<file path="src/rtl/pll_meas_pkg.sv">
package pll_meas_pkg;
  typedef enum logic [2:0] {
    ST_IDLE   = 3'd0,
    ST_ARM    = 3'd1,
    ST_STEP   = 3'd2,
    ST_WAIT   = 3'd3,
    ST_TRACK  = 3'd4,
    ST_SETTLE = 3'd5,
    ST_DONE   = 3'd6
  } meas_state_t;
endpackage

</file>
<file path="src/rtl/pll_step_apply.sv">
// Chooses the count the feedback divider uses in the current period.
module pll_step_apply #(
  parameter int DIV_W  = 6,
  parameter int STEP_W = 3
) (
  input  logic [DIV_W-1:0]  base_n,
  input  logic [STEP_W-1:0] step_amt,
  input  logic              lengthen,
  input  logic              apply,
  output logic [DIV_W:0]    count
);
  logic [DIV_W:0] wide_n, wide_s;

  always_comb begin
    wide_n = {1'b0, base_n};
    wide_s = (DIV_W+1)'(step_amt);
    if (!apply)        count = wide_n;
    else if (lengthen) count = wide_n + wide_s;
    else               count = wide_n - wide_s;
  end
endmodule

</file>
<file path="src/rtl/pll_lock_watch.sv">
// Tracks polarity runs during settling and accumulates the signed balance.
module pll_lock_watch #(
  parameter int LOCK_LEN = 64,
  parameter int RUN_MAX  = 2,
  parameter int ACC_W    = 8
) (
  input  logic                    clk,
  input  logic                    rst_n,
  input  logic                    clear,
  input  logic                    active,
  input  logic                    s_pos,
  input  logic                    s_neg,
  output logic                    lock_hit,
  output logic signed [ACC_W-1:0] acc_total
);
  localparam int RUN_W = $clog2(RUN_MAX + 2);
  localparam int GC_W  = $clog2(LOCK_LEN + 1);
  localparam logic [RUN_W-1:0] RUN_SAT = RUN_W'(RUN_MAX + 1);
  localparam logic [GC_W-1:0]  GC_LAST = GC_W'(LOCK_LEN - 1);

  logic                    last_pos;
  logic [RUN_W-1:0]        run_q, run_d;
  logic [GC_W-1:0]         good_q, good_d;
  logic signed [ACC_W-1:0] acc_q, acc_d;
  logic                    good;

  always_comb begin
    if (!s_pos && !s_neg)                 run_d = '0;
    else if (run_q != '0 && last_pos == s_pos)
      run_d = (run_q == RUN_SAT) ? RUN_SAT : run_q + 1'b1;
    else                                  run_d = RUN_W'(1);
    good = (run_d <= RUN_W'(RUN_MAX));
    if (good) begin
      good_d = good_q + 1'b1;
      if (s_pos)      acc_d = acc_q + ACC_W'(1);
      else if (s_neg) acc_d = acc_q - ACC_W'(1);
      else            acc_d = acc_q;
    end else begin
      good_d = '0;
      acc_d  = '0;
    end
    lock_hit  = active && good && (good_q == GC_LAST);
    acc_total = acc_d;
  end

  always_ff @(posedge clk or negedge rst_n) begin
    if (!rst_n) begin
      last_pos <= 1'b0;
      run_q    <= '0;
      good_q   <= '0;
      acc_q    <= '0;
    end else if (clear) begin
      last_pos <= 1'b0;
      run_q    <= '0;
      good_q   <= '0;
      acc_q    <= '0;
    end else if (active) begin
      if (s_pos || s_neg) last_pos <= s_pos;
      run_q  <= run_d;
      good_q <= good_d;
      acc_q  <= acc_d;
    end
  end
endmodule

</file>
<file path="src/rtl/pll_meas_ctrl.sv">
// Sequencer: arms, steps, times crossover, sizes the lobe, waits for lock.
module pll_meas_ctrl
  import pll_meas_pkg::*;
#(
  parameter int DIV_W        = 6,
  parameter int STEP_W       = 3,
  parameter int CNT_W        = 12,
  parameter int MIN_DIV      = 8,
  parameter int ACC_W        = 8,
  parameter int SETTLE_LIMIT = 4095
) (
  input  logic                    clk,
  input  logic                    rst_n,
  input  logic                    start,
  input  logic [DIV_W-1:0]        fb_div,
  input  logic [STEP_W-1:0]       step_size,
  input  logic                    step_dir,
  input  logic                    rev,
  input  logic                    lock_hit,
  input  logic signed [ACC_W-1:0] acc_total,
  output meas_state_t             state,
  output logic [DIV_W-1:0]        n_q,
  output logic [STEP_W-1:0]       size_q,
  output logic                    dir_q,
  output logic [CNT_W-1:0]        cross_q,
  output logic [CNT_W-1:0]        over_q,
  output logic signed [ACC_W-1:0] static_q,
  output logic                    locked_q,
  output logic                    err_div_q,
  output logic                    err_tmo_q
);
  localparam logic [CNT_W-1:0] CNT_MAX    = '1;
  localparam logic [CNT_W-1:0] SETTLE_END = CNT_W'(SETTLE_LIMIT);
  localparam logic [DIV_W-1:0] DIV_FLOOR  = DIV_W'(MIN_DIV);

  logic [CNT_W-1:0] cnt;

  always_ff @(posedge clk or negedge rst_n) begin
    if (!rst_n) begin
      state     <= ST_IDLE;
      n_q       <= '0;
      size_q    <= '0;
      dir_q     <= 1'b0;
      cnt       <= '0;
      cross_q   <= '0;
      over_q    <= '0;
      static_q  <= '0;
      locked_q  <= 1'b0;
      err_div_q <= 1'b0;
      err_tmo_q <= 1'b0;
    end else begin
      unique case (state)
        ST_IDLE: if (start) begin
          if (fb_div < DIV_FLOOR) begin
            err_div_q <= 1'b1;
          end else begin
            n_q       <= fb_div;
            size_q    <= step_size;
            dir_q     <= step_dir;
            cross_q   <= '0;
            over_q    <= '0;
            static_q  <= '0;
            locked_q  <= 1'b0;
            err_div_q <= 1'b0;
            err_tmo_q <= 1'b0;
            state     <= ST_ARM;
          end
        end
        ST_ARM:  state <= ST_STEP;
        ST_STEP: begin
          cnt   <= CNT_W'(1);
          state <= ST_WAIT;
        end
        ST_WAIT: begin
          if (rev) begin
            cross_q <= cnt;
            over_q  <= CNT_W'(1);
            state   <= ST_TRACK;
          end else if (cnt == CNT_MAX) begin
            err_tmo_q <= 1'b1;
            state     <= ST_IDLE;
          end else begin
            cnt <= cnt + 1'b1;
          end
        end
        ST_TRACK: begin
          if (rev) begin
            if (over_q != CNT_MAX) over_q <= over_q + 1'b1;
          end else begin
            cnt   <= CNT_W'(1);
            state <= ST_SETTLE;
          end
        end
        ST_SETTLE: begin
          if (lock_hit) begin
            locked_q <= 1'b1;
            static_q <= acc_total;
            state    <= ST_DONE;
          end else if (cnt == SETTLE_END) begin
            locked_q <= 1'b0;
            static_q <= acc_total;
            state    <= ST_DONE;
          end else begin
            cnt <= cnt + 1'b1;
          end
        end
        ST_DONE: state <= ST_IDLE;
        default: state <= ST_IDLE;
      endcase
    end
  end
endmodule

</file>
<file path="src/rtl/pll_step_meas.sv">
module pll_step_meas
  import pll_meas_pkg::*;
#(
  parameter int DIV_W        = 6,
  parameter int STEP_W       = 3,
  parameter int CNT_W        = 12,
  parameter int MIN_DIV      = 8,
  parameter int LOCK_LEN     = 64,
  parameter int RUN_MAX      = 2,
  parameter int ACC_W        = 8,
  parameter int SETTLE_LIMIT = 4095
) (
  input  logic                    clk,
  input  logic                    rst_n,
  input  logic                    start,
  input  logic [DIV_W-1:0]        fb_div,
  input  logic [STEP_W-1:0]       step_size,
  input  logic                    step_dir,
  input  logic                    pd_early,
  input  logic                    pd_late,
  output logic [DIV_W:0]          div_count,
  output logic                    step_now,
  output logic                    busy,
  output logic                    done,
  output logic [CNT_W-1:0]        cross_cycles,
  output logic [CNT_W-1:0]        max_overshoot,
  output logic signed [ACC_W-1:0] static_err,
  output logic                    locked,
  output logic                    err_div,
  output logic                    err_timeout
);
  meas_state_t             state;
  logic [DIV_W-1:0]        n_q;
  logic [STEP_W-1:0]       size_q;
  logic                    dir_q;
  logic                    s_pos, s_neg, rev;
  logic                    lock_hit;
  logic signed [ACC_W-1:0] acc_total;

  assign s_pos    = pd_late & ~pd_early;
  assign s_neg    = pd_early & ~pd_late;
  assign rev      = dir_q ? s_neg : s_pos;
  assign busy     = (state != ST_IDLE);
  assign done     = (state == ST_DONE);
  assign step_now = (state == ST_STEP);

  pll_meas_ctrl #(
    .DIV_W(DIV_W), .STEP_W(STEP_W), .CNT_W(CNT_W), .MIN_DIV(MIN_DIV),
    .ACC_W(ACC_W), .SETTLE_LIMIT(SETTLE_LIMIT)
  ) u_ctrl (
    .clk(clk), .rst_n(rst_n), .start(start), .fb_div(fb_div),
    .step_size(step_size), .step_dir(step_dir), .rev(rev),
    .lock_hit(lock_hit), .acc_total(acc_total), .state(state),
    .n_q(n_q), .size_q(size_q), .dir_q(dir_q), .cross_q(cross_cycles),
    .over_q(max_overshoot), .static_q(static_err), .locked_q(locked),
    .err_div_q(err_div), .err_tmo_q(err_timeout)
  );

  pll_step_apply #(.DIV_W(DIV_W), .STEP_W(STEP_W)) u_apply (
    .base_n(busy ? n_q : fb_div), .step_amt(size_q), .lengthen(dir_q),
    .apply(step_now), .count(div_count)
  );

  pll_lock_watch #(.LOCK_LEN(LOCK_LEN), .RUN_MAX(RUN_MAX), .ACC_W(ACC_W)) u_watch (
    .clk(clk), .rst_n(rst_n), .clear(state != ST_SETTLE),
    .active(state == ST_SETTLE), .s_pos(s_pos), .s_neg(s_neg),
    .lock_hit(lock_hit), .acc_total(acc_total)
  );
endmodule

</file>
<file path="config.mk">
export PLATFORM = sky130hd
export DESIGN_NAME = pll_step_meas
export DESIGN_NICKNAME = d
export VERILOG_FILES = /design/src/rtl/pll_meas_pkg.sv /design/src/rtl/pll_step_apply.sv /design/src/rtl/pll_lock_watch.sv /design/src/rtl/pll_meas_ctrl.sv /design/src/rtl/pll_step_meas.sv
export SDC_FILE = /design/constraint.sdc
export NUM_CORES = 1
export LEC_CHECK = 0
export BUFFER_PORTS_ARGS = -buffer_cell sky130_fd_sc_hd__clkbuf_2
export CAP_MARGIN = 20
export CORE_MARGIN = 2
export CORE_UTILIZATION = 55
export CTS_BUF_LIST = sky130_fd_sc_hd__clkbuf_4 sky130_fd_sc_hd__clkbuf_8
export DETAILED_ROUTE_END_ITERATION = 6
export PLACE_DENSITY = 0.76
export SLEW_MARGIN = 20
export SYNTH_ARGS = -nofsm -noshare
export SYNTH_HDL_FRONTEND = slang
export SYNTH_HIERARCHICAL = 1
export SYNTH_SLANG_ARGS = --single-unit
</file>
<file path="constraint.sdc">
create_clock -name clk -period 3.84 [get_ports clk]
set_input_delay 0.192 -clock clk [delete_from_list [all_inputs] [get_ports clk]]
set_output_delay 0.192 -clock clk [all_outputs]
set_load 0.05 [all_outputs]
</file>
==> out/metrics.cfg <==
[clock_network]
cts_setup_buffers=0
cts-resized-gates=0
clk_latency_ns=0.36
tritoncts=yes
clk_pin_slew_ns=0.08
cts_sinks=78
htreeDepth=3
cts_buffer_depth=2
cts_buffers=9
ctsRootBufferMaster=clkbuf_8

[synth]
netlist_area_sq_um=4885
synth_cell_types=83
synth_fa_ha_area_frac=0.03740
synth_xor_area_frac=0.01434
synth_area_per_cell_sq_um=9.540
yosysMostFrequentCell=dfrtp_1
syn_nets=541
synthMuxAreaShare=0.06788
synthDominantCellAreaShare=0.3996
synth-compound-area-share=0.2139
yosys_warnings=6
synthTopCellsByCount=78 x dfrtp_1, 48 x nand2_1, 36 x a21oi_1, 29 x nor2_1, 25 x mux2_2
async_flop_share=1.000
synth-main-ff-cell=dfrtp_1
synth_largest_area_cell=dfrtp_1
synth_edf_count=0
synth_simple_gate_area_frac=0.2226
ys_ff_latch=78
synth_top_family_by_area=simple AND/OR/NAND/NOR gates
ys_seq_area_frac=0.3996
syn_inst=512
ys_top_cells_by_area=dfrtp_1 40%, mux2_2 5.8%, a21oi_1 3.7%

[finish]
areaGrowthSynthToFinish_pct=11.81
fin_area_sq_um=5461
nets=595
instances_no_fill=679
nFillCells=769
final_util=0.6293
multiInputGateArea_sq_um=2716
n_antenna_cell=0
drive_above_1_share=0.2452
seqCellArea_sq_um=1952

[routing]
dr.pass1.iters=5
ant_nets=0
wirelength_um=10940
viasPerCell=6.146
routedWlPerCell_um=16.11
vias=4173
remaining_drc_errors=0
drtIter0Drc=181

[timing]
finalCritPeriodShare=0.8906
rsz0062_at_grt=no
finClkSkew_ns=0.01781
relSlewSlack=0.3374
hold_ws_ns=0.07706
setup-tns-final_ns=0
tightest_slew_ns=0.9929
finalHoldViolCount=0
fin_crit_ns=3.420
finalMaxSlewViolations=0
setup_violations=0
fmax_ghz=0.2924
fin_ws_ns=0.4202

[global_routing]
grt.total_usage=0.2316
grt_pass1_vias=3899
antenna_found_initial=0
grt_max_degree=79
overflow=0
grt_pass1_wl_um=18320

[run]
max_cap_violations=0

[critical_path]
cp-end-kind=output port
crit_path_start_kind=flop
cp_max_fo=24
crit_arrival_ns=3.23
crit_type=reg -> out
worstPathRequired_ns=3.65

[placement]
port_buffers=59
hpwl_um=7607
place.gp.congestion=0.8539
post_dp_cell_area_sq_um=5233
dp_slack_ns=0.8242
dp_cells=661

[pwr]
leakage_nw=2.471
peakVddDrop_mv=1.362
p_per_area_nw_per_um2=714.5
power_mw=3.902

[floorplan]
fp.dieW_um=98.24
start_util=0.5629
die_area_sq_um=9651
coreArea_sq_um=8678
dieHeight_um=98.24
fp-row-count=34
design.portCount=60

[worst_hold_path]
min-delay-path-class=in -> reg

[outcome]
outcome=complete, no violations

-- layout make-up --
class,count,area share
timing repair buffer,70,0.07239
sequential,78,0.3574
clock inverter,5,0.01100
multi-input combinational,390,0.4974
clock buffer,11,0.02543
inverter,17,0.01168
tap,108,0.02474
-- per-layer routing --
layer	wire length, um	up-vias	global-route usage	share of wire
met4	207	0	0.08430	0.019
met1	4900	2019	0.3124	0.45
li1	-	2025	-	-
met3	565	16	0.04152	0.052
met5	0	-	0	0
met2	5265	113	0.3772	0.48
-- state kept, by name (all words and copies together) (netlist names), 2 cells and up --
register         cells
u_ctrl/size_q        3
u_ctrl/n_q           6
u_ctrl/state         3
u_watch/good_q       7
u_ctrl/static_q      8
u_ctrl/cross_q      12
u_watch/run_q        2
u_ctrl/over_q       12
u_watch/acc_q        8
u_ctrl/cnt          12
-- logic make-up (layout without fill, tap and decap cells) --
group / count (synthesis) / count (layout)
AND/OR/NAND/NOR: 189 / 189
AO/OA/AOI/OAI: 149 / 149
flip-flops: 78 / 78
buffers and inverters: 44 / 103
multiplexers: 30 / 30
adder cells (fa/ha/maj): 14 / 14
XOR/XNOR: 8 / 8
-- final timing paths --
kind                                     from                 end  slack, ns  cells past startpoint
hold reg to reg            u_ctrl/static_q[4]  u_ctrl/static_q[4]       0.50                      1
setup reg to reg              u_ctrl/state[2]       u_ctrl/cnt[9]       0.97                      9
setup / recovery              u_ctrl/state[2]        div_count[4]       0.42                     10
hold / removal                   step_size[1]    u_ctrl/size_q[1]       0.08                      2
max in group asynchronous               rst_n  u_ctrl/static_q[4]       2.92                      3
min in group asynchronous               rst_n    u_ctrl/over_q[5]       0.33                      2
-- timing repair --
action | in CTS | in global routing
setup endpoints to repair | 0 | 0
hold endpoints to repair | 0 | 35
hold buffers | 0 | 1
-- worst max-delay path, stage by stage (launching register included) --
cell	delay [ns]
dfrtp_1	0.62
nor3_4	0.41
mux2_2	0.26
ha_1	0.18
inv_1	0.06
fa_1	0.41
nor2b_1	0.18
o31a_1	0.20
a21oi_1	0.06
mux2_2	0.26
clkbuf_2	0.23
-- cell usage in the layout, fill, tap and decap left out, types with 5 or more instances in the layout --
cell,netlist,final
a21o_1,6,6
a21oi_1,36,36
a22o_1,11,11
a31oi_1,13,13
and3_1,10,10
buf_4,3,10
clkbuf_2,0,58
clkbuf_8,0,9
dfrtp_1,78,78
ha_1,13,13
inv_1,17,17
mux2_2,25,25
mux2i_1,5,5
nand2_1,48,48
nand2b_1,9,9
nand3_1,19,19
nand4_1,6,6
nor2_1,29,29
nor2b_1,7,7
nor3_1,15,15
o21a_1,9,9
o21ai_0,17,17
o31ai_1,5,5
or2_2,5,5
xnor2_1,6,6
-- power by group --
part	switching [mW]	internal [mW]	leakage [nW]	total [mW]
combinational	1.39	0.781	1.32	2.17
clock	0.312	0.316	0.100	0.628
sequential	0.154	0.949	1.05	1.10
Note: power is estimated with default switching activity, not from simulation.
